[src/rtl/bitband_bridge.sv]
module bitband_bridge #(
  parameter int          AW       = 32,
  parameter int          WIN_LOG2 = 25,
  parameter logic [31:0] ALIAS0   = 32'h2200_0000,
  parameter logic [31:0] BACK0    = 32'h2000_0000,
  parameter logic [31:0] ALIAS1   = 32'h4200_0000,
  parameter logic [31:0] BACK1    = 32'h4000_0000
) (
  input  logic          clk,
  input  logic          rst_n,
  input  logic          bb_enable,
  input  logic          up_req_valid,
  output logic          up_req_ready,
  input  logic [AW-1:0] up_req_addr,
  input  logic          up_req_write,
  input  logic [1:0]    up_req_size,
  input  logic [31:0]   up_req_wdata,
  output logic          up_hit,
  output logic          up_rsp_valid,
  output logic [31:0]   up_rsp_rdata,
  output logic          up_rsp_err,
  output logic          dn_req_valid,
  input  logic          dn_req_ready,
  output logic [AW-1:0] dn_req_addr,
  output logic          dn_req_write,
  output logic [31:0]   dn_req_wdata,
  output logic [3:0]    dn_req_strb,
  input  logic          dn_rsp_valid,
  input  logic [31:0]   dn_rsp_rdata,
  input  logic          dn_rsp_err
);
  localparam int TOPW = AW - WIN_LOG2;

  typedef enum logic [2:0] {S_IDLE, S_RREQ, S_RRSP, S_WREQ, S_WRSP, S_DONE} st_t;
  st_t st;

  logic [WIN_LOG2-1:0] off;
  logic                in0, in1;
  logic [AW-1:0]       raw, aligned;
  logic [1:0]          lowmask;
  logic [4:0]          idx;
  logic [3:0]          strb_n;

  assign off     = up_req_addr[WIN_LOG2-1:0];
  assign in0     = up_req_addr[AW-1:WIN_LOG2] == ALIAS0[AW-1:WIN_LOG2];
  assign in1     = up_req_addr[AW-1:WIN_LOG2] == ALIAS1[AW-1:WIN_LOG2];
  assign up_hit  = bb_enable && (in0 || in1) && (up_req_size != 2'd3);
  assign raw     = (in0 ? BACK0[AW-1:0] : BACK1[AW-1:0]) | ({{TOPW{1'b0}}, off} >> 5);
  assign lowmask = (up_req_size == 2'd0) ? 2'b00 : (up_req_size == 2'd1) ? 2'b01 : 2'b11;
  assign aligned = {raw[AW-1:2], raw[1:0] & ~lowmask};
  assign idx     = {off[6] & up_req_size[1], off[5] & (up_req_size != 2'd0), off[4:2]};
  assign strb_n  = (up_req_size == 2'd0) ? 4'b0001 : (up_req_size == 2'd1) ? 4'b0011 : 4'b1111;

  logic [AW-1:0] q_addr;
  logic [3:0]    q_strb;
  logic [4:0]    q_bit;
  logic [1:0]    q_mask;
  logic          q_wr, q_val, r_bit, r_err;
  logic [31:0]   wbuf;

  assign up_req_ready = (st == S_IDLE) && up_hit;
  assign dn_req_valid = (st == S_RREQ) || (st == S_WREQ);
  assign dn_req_write = (st == S_WREQ);
  assign dn_req_addr  = q_addr;
  assign dn_req_strb  = q_strb;
  assign dn_req_wdata = wbuf;
  assign up_rsp_valid = (st == S_DONE);
  assign up_rsp_rdata = {31'd0, r_bit};
  assign up_rsp_err   = r_err;

  always_ff @(posedge clk or negedge rst_n) begin
    if (!rst_n) begin
      st <= S_IDLE;
      q_addr <= '0; q_strb <= '0; q_bit <= '0; q_mask <= '0;
      q_wr <= 1'b0; q_val <= 1'b0; r_bit <= 1'b0; r_err <= 1'b0; wbuf <= '0;
    end else begin
      case (st)
        S_IDLE: if (up_req_valid && up_hit) begin
          q_addr <= aligned;
          q_strb <= strb_n << aligned[1:0];
          q_bit  <= {aligned[1:0], 3'b000} + idx;
          q_mask <= lowmask;
          q_wr   <= up_req_write;
          q_val  <= up_req_wdata[0];
          st     <= S_RREQ;
        end
        S_RREQ: if (dn_req_ready) st <= S_RRSP;
        S_RRSP: if (dn_rsp_valid) begin
          if (dn_rsp_err) begin
            r_err <= 1'b1; r_bit <= 1'b0; st <= S_DONE;
          end else if (q_wr) begin
            wbuf        <= dn_rsp_rdata;
            wbuf[q_bit] <= q_val;
            st          <= S_WREQ;
          end else begin
            r_err <= 1'b0; r_bit <= dn_rsp_rdata[q_bit]; st <= S_DONE;
          end
        end
        S_WREQ: if (dn_req_ready) st <= S_WRSP;
        S_WRSP: if (dn_rsp_valid) begin
          r_err <= dn_rsp_err; r_bit <= 1'b0; st <= S_DONE;
        end
        default: st <= S_IDLE;
      endcase
    end
  end

  AST_NO_ACCEPT_BUSY: assert property (@(posedge clk) disable iff (!rst_n)
    (st != S_IDLE) |-> !up_req_ready);
  AST_READ_ONE_BIT: assert property (@(posedge clk) disable iff (!rst_n)
    up_rsp_valid |-> (up_rsp_rdata[31:1] == 31'd0));
  AST_DN_ALIGNED: assert property (@(posedge clk) disable iff (!rst_n)
    dn_req_valid |-> ((dn_req_addr[1:0] & q_mask) == 2'b00));
  AST_STRB_COUNT: assert property (@(posedge clk) disable iff (!rst_n)
    dn_req_valid |-> ($countones(dn_req_strb) == 32'(q_mask) + 1));
  AST_RD_ERR_NO_WB: assert property (@(posedge clk) disable iff (!rst_n)
    (st == S_RRSP && dn_rsp_valid && dn_rsp_err) |=> !dn_req_valid);
  AST_DN_HOLD: assert property (@(posedge clk) disable iff (!rst_n)
    (dn_req_valid && !dn_req_ready) |=> (dn_req_valid && $stable(dn_req_addr) && $stable(dn_req_write)));
  AST_RSP_PULSE: assert property (@(posedge clk) disable iff (!rst_n)
    up_rsp_valid |=> !up_rsp_valid);
endmodule

[config.mk]
export PLATFORM = sky130hd
export DESIGN_NAME = bitband_bridge
export DESIGN_NICKNAME = d
export VERILOG_FILES = /design/src/rtl/bitband_bridge.sv
export SDC_FILE = /design/constraint.sdc
export NUM_CORES = 1
export LEC_CHECK = 0
export BUFFER_PORTS_ARGS = -buffer_cell sky130_fd_sc_hd__buf_2
export CAP_MARGIN = 20
export CORE_MARGIN = 3
export CORE_UTILIZATION = 47
export CTS_BUF_LIST = sky130_fd_sc_hd__clkbuf_4
export CTS_CLUSTER_DIAMETER = 120
export DETAILED_ROUTE_END_ITERATION = 8
export PLACE_DENSITY_LB_ADDON = 0.08
export SLEW_MARGIN = 30
export SYNTH_ARGS = -nofsm -noshare
export SYNTH_HDL_FRONTEND = slang
export SYNTH_SLANG_ARGS = --single-unit
[constraint.sdc]
create_clock -name clk -period 2.86 [get_ports clk]
set_input_delay 0.143 -clock clk [delete_from_list [all_inputs] [get_ports clk]]
set_output_delay 0.143 -clock clk [all_outputs]
set_load 0.03 [all_outputs]
==> impl_summary.txt, run 1 <==
----------------------------------------------------
[Outcome]
  Status ... finished, final reports clean

[GRT]
  Via count of the first global-routing pass ... 3259
  M1 GR Usage ... 0.265
  Antenna violations before repair ... 0
  GR Util met2 ... 0.318
  Global-route wire length before repair ... 15.8 mm
  Global Route met3 Usage ... 0.0442
  Remaining global-route overflow ... 0
  Total routing resource utilization after global routing ... 0.198
  Most utilized layer in the global route result ... met2
  Pin count of the biggest net entering global routing ... 71

[Power and ir drop]
  Flop pwr share ... 0.460
  Maximum vdd ir drop ... 0.256 mV
  Power per unit of standard cell area ... 525 mW/mm2
  Part of the power in combinational logic ... 0.303
  Clock power frac ... 0.237
  Net load switching power ... 0.000997 W
  Sw Share ... 0.375
  P_int ... 0.00166 W
  Static power due to leakage ... 2.73 nW

[Floorplan]
  Number of top-level design ports ... 212
  Die footprint ... 0.00989 mm2
  Initial Util ... 0.492
  Horiz. Die Dim ... 99.5 um
  Placement row count ... 33
  Core Area ... 0.00834 mm2
  Die outline height ... 99.5 um

[Clock tree]
  Worst-case clock buffer depth ... 2
  Number of cells upsized or downsized after cts ... 0
  Worst-Skew Late Latency ... 420 ps
  Number of levels in the clock H-tree ... 3
  Setup repair bufs after CTS ... 0
  Clk root buf ... sky130_fd_sc_hd__clkbuf_4
  CTS clk-pin slew, worst paths ... 120 ps
  Hold buffers post-CTS ... 26
  Total number of clock tree sinks ... 70
  Num CTS Buffers ... 9
  Clock tree from TritonCTS ... built

[Synthesis]
  Warnings, synthesis ... 0
  Proportion of synthesized chip area in sequential cells ... 0.427
  Share of synthesized registers carrying an async set or reset ... 1.00
  Cell count after synthesis ... 409
  Post-synthesis area per instance ... 10.0 um2
  Fraction of synthesized cell area taken by the top area cell type ... 0.427
  Flops & latches, synth ... 70
  Largest area contributor in the netlist ... sky130_fd_sc_hd__dfrtp_1
  Dominant synthesized flop cell ... sky130_fd_sc_hd__dfrtp_1
  Number of enable flip-flop cells after synthesis ... 0
  Top cells by area in the synthesized netlist ... sky130_fd_sc_hd__dfrtp_1 (43%), sky130_fd_sc_hd__mux2i_1 (11%), sky130_fd_sc_hd__mux2_4 (9.1%)
  Number of unique standard cell types used by synthesis ... 46
  Area of the mapped netlist ... 0.00411 mm2

[Cells and area]
  Commonest cells after routing, fill and taps aside ... sky130_fd_sc_hd__buf_2 (136), sky130_fd_sc_hd__dfrtp_1 (69), sky130_fd_sc_hd__nand2_1 (54)
  Layout-stage area growth over the synthesis result ... 23.4%
  Share of layout cells above drive strength 1 ... 0.338
  Area taken by flip-flops and latches ... 0.00175 mm2
  Fin cells ... 667
  Net total in the final layout ... 665
  Commonest non-fill, non-tap cell in the layout ... sky130_fd_sc_hd__buf_2
  Number of filler cells placed in the layout ... 725
  Area of combinational cells with multiple inputs ... 0.00205 mm2
  ANT cells ... 0
  Final standard cell utilization of the core ... 0.608

[STA]
  Finish-stage setup viols ... 0
  Transition at the pin with the smallest max-transition slack ... 804 ps
  Worst clock skew ... 14.5 ps
  Count of final max-slew check failures ... 0
  Shortest period the worst path allows ... 2070 ps
  Rel. slew slack ... 0.464
  Post-route clock period utilization ... 0.723
  Final Hold Fails ... 0
  Setup TNS after final layout ... 0 ps
  RSZ-0062 raised after global routing ... no
  Fin Hold WS ... 26.1 ps
  Peak clock frequency supported by timing ... 484 MHz

[Detailed routing]
  First drt pass iteration count ... 4
  DRC violations left ... 0
  DRC violation total after the first TritonRoute iteration ... 120
  Final WL ... 9.74 mm
  DR vias/cell ... 4.86
  Antenna-violating nets left ... 0
  Vias ... 3239
  Post-DR wirelength/cell ... 14.6 um

[Worst setup path]
  Number of cells on the critical path ... 6
  Path depth of the worst reg2reg path ... 6
  Type of destination of the critical path ... register
  Buffering stage count on the worst path with inverters included ... 1
  Delay of the slowest cell on the worst path ... 880 ps
  Critical path launch point type ... register
  Ordered cell list for the critical path ... buf_4 -> mux2i_1 -> nor3b_1 -> o21ai_0 -> and3_1 -> a31oi_1
  Signal arrival time at the worst endpoint ... 2370 ps
  CP top delay family ... flip-flops
  Data required time of the worst path ... 3160 ps
  Crit Path Category ... reg -> reg
  Slowest library cell on the worst path ... sky130_fd_sc_hd__dfrtp_1
  Largest fanout of any net on the critical path ... 21
  Setup slack of the worst register-to-register path ... 790 ps

[Placed design]
  IO buf count ... 137
  Placed insts ... 626
  Estimated wirelength of the detail-placed design ... 6.79 mm
  Final Wtd Congestion ... 0.804

[Job]
  Maximum capacitance violations ... 0

[Worst hold path]
  Class of the tightest hold or removal check ... in -> reg
  Min-Delay Path Depth ... 3

----------------------------------------------------
==> cell usage after synthesis, drive strengths merged (3+ instances only) <==
master and instances:
a21oi 10, buf 54, clkbuf 14, dfrtp 70
inv 4, mux2 27, mux2i 44, nand2 55
nand2b 9, nand3 7, nand4 3, nor2 21
nor2b 6, nor3 9, nor3b 4, o21ai 39
or2 3
==> metrics by stage <==
stage / worst slack (ps) / power [W] / cell area [um2]
after floorplan: 1180 / 0.00184 / 4260
after global placement: 771 / 0.00201 / 4670
after detailed placement: 718 / 0.00202 / 4670
after CTS: 761 / 0.00268 / 5060
after global routing: 647 / 0.00282 / 5070
final: 793 / 0.00266 / 5070
==> worst min-delay path: cells and delay by family <==
| family | cells | cell delay (ps) |
|---|---|---|
| AOI/OAI and AO/OA | 1 | 120 |
| buffers and inverters | 1 | 90 |
| muxes | 1 | 60 |
==> routing by layer <==
layer  vias to the layer above  wire [um]
met1                      1483       4290
met3                        13        697
li1                       1617          -
met5                         -          0
met2                       126       4630
met4                         0        126
==> power by group through the flow <==
stage | clock network [W] | registers (W) | logic, W
2_1_floorplan | 0 | 0.00130 | 0.000538
5_1_grt | 0.000693 | 0.00125 | 0.000878
6_report | 0.000632 | 0.00122 | 0.000806
4_1_cts | 0.000650 | 0.00122 | 0.000807
3_3_place_gp | 0 | 0.00124 | 0.000770
3_5_place_dp | 0 | 0.00124 | 0.000779
==> cells by family (layout without fill, tap and decap cells) <==
logic type / Yosys count / after routing / synth area share
xor+xnor: 3 / 3 / 0.00640
compound gates: 61 / 61 / 0.0814
other cells: 1 / 41 / 0.000913
buf+inv: 72 / 185 / 0.113
flops: 70 / 70 / 0.427
fa+ha+maj: 1 / 1 / 0.00305
simple gates: 128 / 128 / 0.154
mux: 73 / 73 / 0.215
==> path summary, 6_finish.rpt <==
kind	end	start
max in group asynchronous	q_val$_DFFE_PN0P_	rst_n
worst max register to register	r_bit$_DFFE_PN0P_	q_bit[1]$_DFFE_PN0P_
min in group asynchronous	dn_req_wdata[21]$_DFFE_PN0P_	rst_n
worst min register to register	dn_req_wdata[17]$_DFFE_PN0P_	dn_req_wdata[17]$_DFFE_PN0P_
worst max-delay path	r_bit$_DFFE_PN0P_	q_bit[1]$_DFFE_PN0P_
worst min-delay path	dn_req_wdata[17]$_DFFE_PN0P_	dn_rsp_rdata[17]
==> area by class of cell <==
type                    count  share of cell area
clock inverters             6              0.0126
flip-flops and latches     70               0.346
repair buffers            166               0.195
clock buffers               9              0.0133
well taps                 105              0.0259
inverters                   4             0.00296
multi-input cells         307               0.404
==> sequential cells by signal (all words and copies together), names as in the netlist <==
register / count
st: 3
up_rsp_err: 1
dn_req_addr: 22
dn_req_wdata: 32
r_bit: 1
dn_req_strb: 4
q_wr: 1
q_bit: 5
q_val: 1
No activity file was read; power rests on OpenSTA's default activity.
==> inputs of run 2 (changes only) <==
--- a/config.mk
+++ b/config.mk
@@ -8,7 +8,7 @@
 export BUFFER_PORTS_ARGS = -buffer_cell sky130_fd_sc_hd__buf_2
 export CAP_MARGIN = 20
 export CORE_MARGIN = 3
-export CORE_UTILIZATION = 47
+export CORE_UTILIZATION = 43
 export CTS_BUF_LIST = sky130_fd_sc_hd__clkbuf_4
 export CTS_CLUSTER_DIAMETER = 120
 export DETAILED_ROUTE_END_ITERATION = 8
==> constraint.sdc (replaced) <==
create_clock -name clk -period 1.7 [get_ports clk]
set_input_delay 0.085 -clock clk [delete_from_list [all_inputs] [get_ports clk]]
set_output_delay 0.085 -clock clk [all_outputs]
set_load 0.03 [all_outputs]
==> run 2 against run 1 <==
Compared with the run above:
- register-to-register slack worse by 710 ps
- clock power rose by 150%
- via count increased by 6.1%
- clock skew up 4.7 ps
- worst hold slack got worse by 5.5 ps
- count of clock-buffer cells in the layout unchanged
- total power grew 93%
- wire length up 6.2%
- sequential power grew 61%
- sequential cell count is the same
- maximum frequency is 28% higher
- non-clock buffer count rose by 52
==> impl_summary.txt, run 2 (synthesized netlist as in run 1, its figures left out) <==
----------------------------------------------------
[Worst setup path]
  Critical path launch point type ... register
  Delay of the slowest cell on the worst path ... 490 ps
  Type of destination of the critical path ... register
  Ordered cell list for the critical path ... buf_4 -> nor3_1 -> nand3_1 -> mux2i_1 -> o21ai_0
  Crit Path Category ... reg -> reg
  Data required time of the worst path ... 2050 ps
  Largest fanout of any net on the critical path ... 8
  Slowest library cell on the worst path ... sky130_fd_sc_hd__dfrtp_1
  Signal arrival time at the worst endpoint ... 1960 ps

[Cells and area]
  Layout-stage area growth over the synthesis result ... 38.2%
  Commonest cells after routing, fill and taps aside ... sky130_fd_sc_hd__buf_2 (136), sky130_fd_sc_hd__dfrtp_1 (69), sky130_fd_sc_hd__dlygate4sd3_1 (58)
  Share of layout cells above drive strength 1 ... 0.341
  Final standard cell utilization of the core ... 0.614
  Fin cells ... 744
  ANT cells ... 0
  Net total in the final layout ... 717
  Flip-flop count of the largest register, all copies and words added ... 32
  Commonest non-fill, non-tap cell in the layout ... sky130_fd_sc_hd__buf_2

[Clock tree]
  Setup repair bufs after CTS ... 0
  Clk root buf ... sky130_fd_sc_hd__clkbuf_4
  CTS clk-pin slew, worst paths ... 130 ps
  Total number of clock tree sinks ... 70
  Number of levels in the clock H-tree ... 3
  Clock tree from TritonCTS ... built
  Worst-case clock buffer depth ... 2
  Worst-Skew Late Latency ... 430 ps
  Num CTS Buffers ... 9

[Detailed routing]
  Final WL ... 10.3 mm
  DRC violations left ... 0
  DR vias/cell ... 4.62
  First drt pass iteration count ... 5
  Post-DR wirelength/cell ... 13.9 um
  Antenna-violating nets left ... 0
  Vias ... 3437
  DRC violation total after the first TritonRoute iteration ... 87

[STA]
  Shortest period the worst path allows ... 1620 ps
  RSZ-0062 raised after global routing ... yes
  Worst clock skew ... 19.2 ps
  Finish-stage setup viols ... 0
  Fin Hold WS ... 20.5 ps
  Peak clock frequency supported by timing ... 619 MHz
  Post-route clock period utilization ... 0.950
  Final Hold Fails ... 0
  Count of final max-slew check failures ... 0

[Placed design]
  Final Wtd Congestion ... 0.807
  Placed insts ... 670
  IO buf count ... 137
  Estimated wirelength of the detail-placed design ... 7.39 mm

[Job]
  Maximum capacitance violations ... 0

[Outcome]
  Status ... finished, final reports clean

[Power and ir drop]
  Sw Share ... 0.339
  Flop pwr share ... 0.384
  Part of the power in combinational logic ... 0.313
  Static power due to leakage ... 3.01 nW
  Clock power frac ... 0.304
  Power per unit of standard cell area ... 906 mW/mm2
  Maximum vdd ir drop ... 0.479 mV
  P_int ... 0.00340 W
  Net load switching power ... 0.00175 W

[Floorplan]
  Horiz. Die Dim ... 104 um
  Number of top-level design ports ... 212
  Core Area ... 0.00924 mm2
  Die footprint ... 0.0108 mm2
  Die outline height ... 104 um
  Placement row count ... 35
  Initial Util ... 0.444

[GRT]
  Pin count of the biggest net entering global routing ... 65
  Antenna violations before repair ... 0
  Global-route wire length before repair ... 17.0 mm
  Via count of the first global-routing pass ... 3531
  Total routing resource utilization after global routing ... 0.192
  Remaining global-route overflow ... 0

[Worst hold path]
  Class of the tightest hold or removal check ... in -> reg

----------------------------------------------------
-- run 2: changes by cell type in the layout (fill, tap and decap cells not counted) --
| cell | change |
|---|---|
| sky130_fd_sc_hd__dlygate4sd3_1 | +32 |
| sky130_fd_sc_hd__buf_4 | +18 |
| sky130_fd_sc_hd__buf_12 | +3 |
| sky130_fd_sc_hd__bufinv_16 | +3 |
| sky130_fd_sc_hd__clkinv_2 | -2 |
| sky130_fd_sc_hd__clkinv_4 | +2 |
| sky130_fd_sc_hd__clkinvlp_4 | -2 |
| sky130_fd_sc_hd__buf_6 | -1 |
| sky130_fd_sc_hd__nand2_1 | +1 |
| sky130_fd_sc_hd__nand2_4 | -1 |
-- run 2: metrics by stage --
step	TNS, ps	power (W)	instance area, um2	setup WS [ps]
global route	-224	0.00542	5680	-50.7
finish	0	0.00514	5680	84.8
detailed placement	0	0.00351	4880	26.6
floorplan	0	0.00309	4260	80.8
CTS	0	0.00521	5670	81.0
global placement	0	0.00349	4880	56.3
-- run 2: power by group through the flow --
| stage | Combinational (W) | Sequential, W | Clock [W] |
|---|---|---|---|
| 2_1_floorplan | 0.000905 | 0.00219 | 0 |
| 3_3_place_gp | 0.00149 | 0.00200 | 0 |
| 3_5_place_dp | 0.00151 | 0.00200 | 0 |
| 4_1_cts | 0.00162 | 0.00197 | 0.00161 |
| 5_1_grt | 0.00175 | 0.00200 | 0.00168 |
| 6_report | 0.00161 | 0.00197 | 0.00156 |
-- run 2: worst paths after layout --
| check | startpoint | endpoint | slack (ps) | cells past startpoint |
|---|---|---|---|---|
| setup / recovery | q_bit[4]$_DFFE_PN0P_ | dn_req_wdata[3]$_DFFE_PN0P_ | 80 | 5 |
| hold / removal | dn_rsp_rdata[7] | dn_req_wdata[7]$_DFFE_PN0P_ | 20 | 3 |
| setup reg to reg | q_bit[4]$_DFFE_PN0P_ | dn_req_wdata[3]$_DFFE_PN0P_ | 80 | 5 |
| hold reg to reg | dn_req_wdata[16]$_DFFE_PN0P_ | dn_req_wdata[16]$_DFFE_PN0P_ | 480 | 2 |
| max in group asynchronous | rst_n | st[2]$_DFFE_PN0P_ | 1040 | 3 |
| min in group asynchronous | rst_n | dn_req_wdata[21]$_DFFE_PN0P_ | 140 | 2 |
-- run 2: area by class of cell --
type / count / area (um2)
clock buffers: 9 / 67.6
clock inverters: 7 / 146
fillers: 796 / 3560
inverters: 4 / 15.0
multi-input cells: 307 / 2040
flip-flops and latches: 70 / 1750
well taps: 129 / 161
repair buffers: 218 / 1490
-- run 2: what timing repair did --
action / in CTS / in global routing
hold buffers: 58 / 0
setup endpoints to repair: 1 / 7
endpoints found under the hold margin: 129 / 0
resized for setup: 1 / 1
-- run 2: metal layers --
layer  GRT usage  up-vias  wire (um)
li1            -     1724          -
met1       0.244     1574       4480
met2       0.328      127       5020
met3      0.0530       12        711
met4      0.0456        0        137
met5           0        -          0
-- run 2: critical path: cells and delay by family, from the launching register on --
family,cells,cell delay [ps]
AND/OR/NAND/NOR,2,570
buffers and inverters,1,200
AO/OA/AOI/OAI,1,160
multiplexers,1,140
flip-flops,1,490
==> inputs of run 3 (changes only) <==
--- a/config.mk
+++ b/config.mk
@@ -12,7 +12,7 @@
 export CTS_BUF_LIST = sky130_fd_sc_hd__clkbuf_4
 export CTS_CLUSTER_DIAMETER = 120
 export DETAILED_ROUTE_END_ITERATION = 8
-export PLACE_DENSITY_LB_ADDON = 0.08
+export PLACE_DENSITY_LB_ADDON = 0.15
 export SLEW_MARGIN = 30
 export SYNTH_ARGS = -nofsm -noshare
 export SYNTH_HDL_FRONTEND = slang
==> run 3 against run 2 <==
Compared with the run above:
- via count down 0.84%
- sequential share of layout area up 0.92 points
- count of clock-buffer cells in the layout increased by 1
- highest routed layer unchanged
==> impl_summary.txt, run 3 (synthesized netlist as in run 1, its figures left out) <==
----------------------------------------------------
[Detailed routing]
  DRC violation total after the first TritonRoute iteration ... 85
  First drt pass iteration count ... 4
  DRC violations left ... 0
  Post-DR wirelength/cell ... 13.7 um
  DR vias/cell ... 4.64
  Vias ... 3408
  Antenna-violating nets left ... 0
  Final WL ... 10.1 mm

[Job]
  Maximum capacitance violations ... 0

[Floorplan]
  Die outline height ... 104 um
  Core Area ... 0.00924 mm2
  Horiz. Die Dim ... 104 um
  Placement row count ... 35
  Initial Util ... 0.444
  Die footprint ... 0.0108 mm2
  Number of top-level design ports ... 212

[GRT]
  Total routing resource utilization after global routing ... 0.190
  Pin count of the biggest net entering global routing ... 71
  Via count of the first global-routing pass ... 3430
  Global-route wire length before repair ... 16.9 mm
  Remaining global-route overflow ... 0
  Antenna violations before repair ... 0

[STA]
  Finish-stage setup viols ... 0
  Shortest period the worst path allows ... 1610 ps
  Count of final max-slew check failures ... 0
  Peak clock frequency supported by timing ... 623 MHz
  Post-route clock period utilization ... 0.944
  Setup TNS after final layout ... 0 ps
  Worst clock skew ... 14.8 ps
  RSZ-0062 raised after global routing ... no
  Final Hold Fails ... 0

[Power and ir drop]
  Maximum vdd ir drop ... 0.382 mV
  Final total power ... 0.00449 W
  Static power due to leakage ... 2.92 nW
  Power per unit of standard cell area ... 814 mW/mm2

[Cells and area]
  Fin cells ... 735
  Share of layout cells above drive strength 1 ... 0.355
  Number of filler cells placed in the layout ... 813
  Post-route cell area ... 0.00551 mm2
  Commonest non-fill, non-tap cell in the layout ... sky130_fd_sc_hd__buf_2
  Layout-stage area growth over the synthesis result ... 34.2%
  Flip-flop count of the largest register, all copies and words added ... 32
  Area of combinational cells with multiple inputs ... 0.00208 mm2
  Final standard cell utilization of the core ... 0.597
  Net total in the final layout ... 709
  Commonest cells after routing, fill and taps aside ... sky130_fd_sc_hd__buf_2 (136), sky130_fd_sc_hd__dfrtp_1 (69), sky130_fd_sc_hd__nand2_1 (55)
  ANT cells ... 0
  Area taken by flip-flops and latches ... 0.00175 mm2

[Clock tree]
  Num CTS Buffers ... 9
  Clock tree from TritonCTS ... built
  Total number of clock tree sinks ... 70
  Worst-Skew Late Latency ... 410 ps
  Clk root buf ... sky130_fd_sc_hd__clkbuf_4
  CTS clk-pin slew, worst paths ... 120 ps
  Number of levels in the clock H-tree ... 3
  Worst-case clock buffer depth ... 2

[Worst hold path]
  Class of the tightest hold or removal check ... in -> reg

[Worst setup path]
  Signal arrival time at the worst endpoint ... 1930 ps
  Critical path launch point type ... register
  Type of destination of the critical path ... register
  Crit Path Category ... reg -> reg
  Largest fanout of any net on the critical path ... 8
  Data required time of the worst path ... 2020 ps

[Placed design]
  IO buf count ... 137
  Final Wtd Congestion ... 0.827
  Placed insts ... 669
  Estimated wirelength of the detail-placed design ... 7.17 mm
  Post-detailed-placement cell area ... 0.00486 mm2

[Outcome]
  Status ... finished, final reports clean

----------------------------------------------------
run 3: cell count changes in the layout (fill, tap and decap cells not counted), sizes merged:
cell	before	now
bufinv	4	0
clkbuf	9	10
clkinvlp	0	2
dlygate4sd3	58	50
run 3: final timing paths:
check / end / from / slack (ps) / depth (start not counted)
setup / recovery: r_bit$_DFFE_PN0P_ / q_bit[4]$_DFFE_PN0P_ / 90 / 5
hold / removal: dn_req_wdata[18]$_DFFE_PN0P_ / dn_rsp_rdata[18] / 4 / 3
setup reg to reg: r_bit$_DFFE_PN0P_ / q_bit[4]$_DFFE_PN0P_ / 90 / 5
hold reg to reg: dn_req_wdata[10]$_DFFE_PN0P_ / dn_req_wdata[10]$_DFFE_PN0P_ / 480 / 2
max in group asynchronous: q_bit[3]$_DFFE_PN0P_ / rst_n / 1170 / 3
min in group asynchronous: dn_req_wdata[21]$_DFFE_PN0P_ / rst_n / 200 / 3
run 3: timing repair:
action                     CTS  global route
setup endpoints to repair    1             5
hold endpoints to repair   121             0
resized for setup            1            11
hold buffers                50             0
setup buffers                0             1
run 3: worst max-delay path: stages, from the launching register on:
cell and delay (ps):
sky130_fd_sc_hd__dfrtp_1 480, sky130_fd_sc_hd__or2_2 320, sky130_fd_sc_hd__or3_1 340, sky130_fd_sc_hd__o311ai_0 140, sky130_fd_sc_hd__nor3_2 80, sky130_fd_sc_hd__a31oi_1 160
run 3: per-layer routing:
layer,vias up,track usage,share of wire
li1,1703,-,-
met1,1575,0.246,0.43
met2,121,0.315,0.49
met3,9,0.0449,0.068
met4,0,0.0598,0.0082
met5,-,0,0
run 3: through the flow:
| step | setup WS, ps | hold slack (ps) |
|---|---|---|
| global route | 1.42 | 12.2 |
| finish | 95.0 | 3.69 |
| floorplan | 80.8 | -211 |
| CTS | 17.1 | 1.51 |
| detailed placement | 23.7 | 138 |
| global placement | 43.0 | 136 |
run 3: final cells by class:
type / instances / area share
repair buffers: 210 / 0.254
clock buffers: 10 / 0.0136
well taps: 129 / 0.0293
clock inverters: 5 / 0.00499
multi-input cells: 307 / 0.378
inverters: 4 / 0.00272
flip-flops and latches: 70 / 0.318
run 3: power breakdown:
group / switching, W / leakage, nW / internal, W
sequential: 0.000123 / 0.960 / 0.00184
clock: 0.000584 / 0.0533 / 0.000297
combinational: 0.000980 / 1.91 / 0.000662
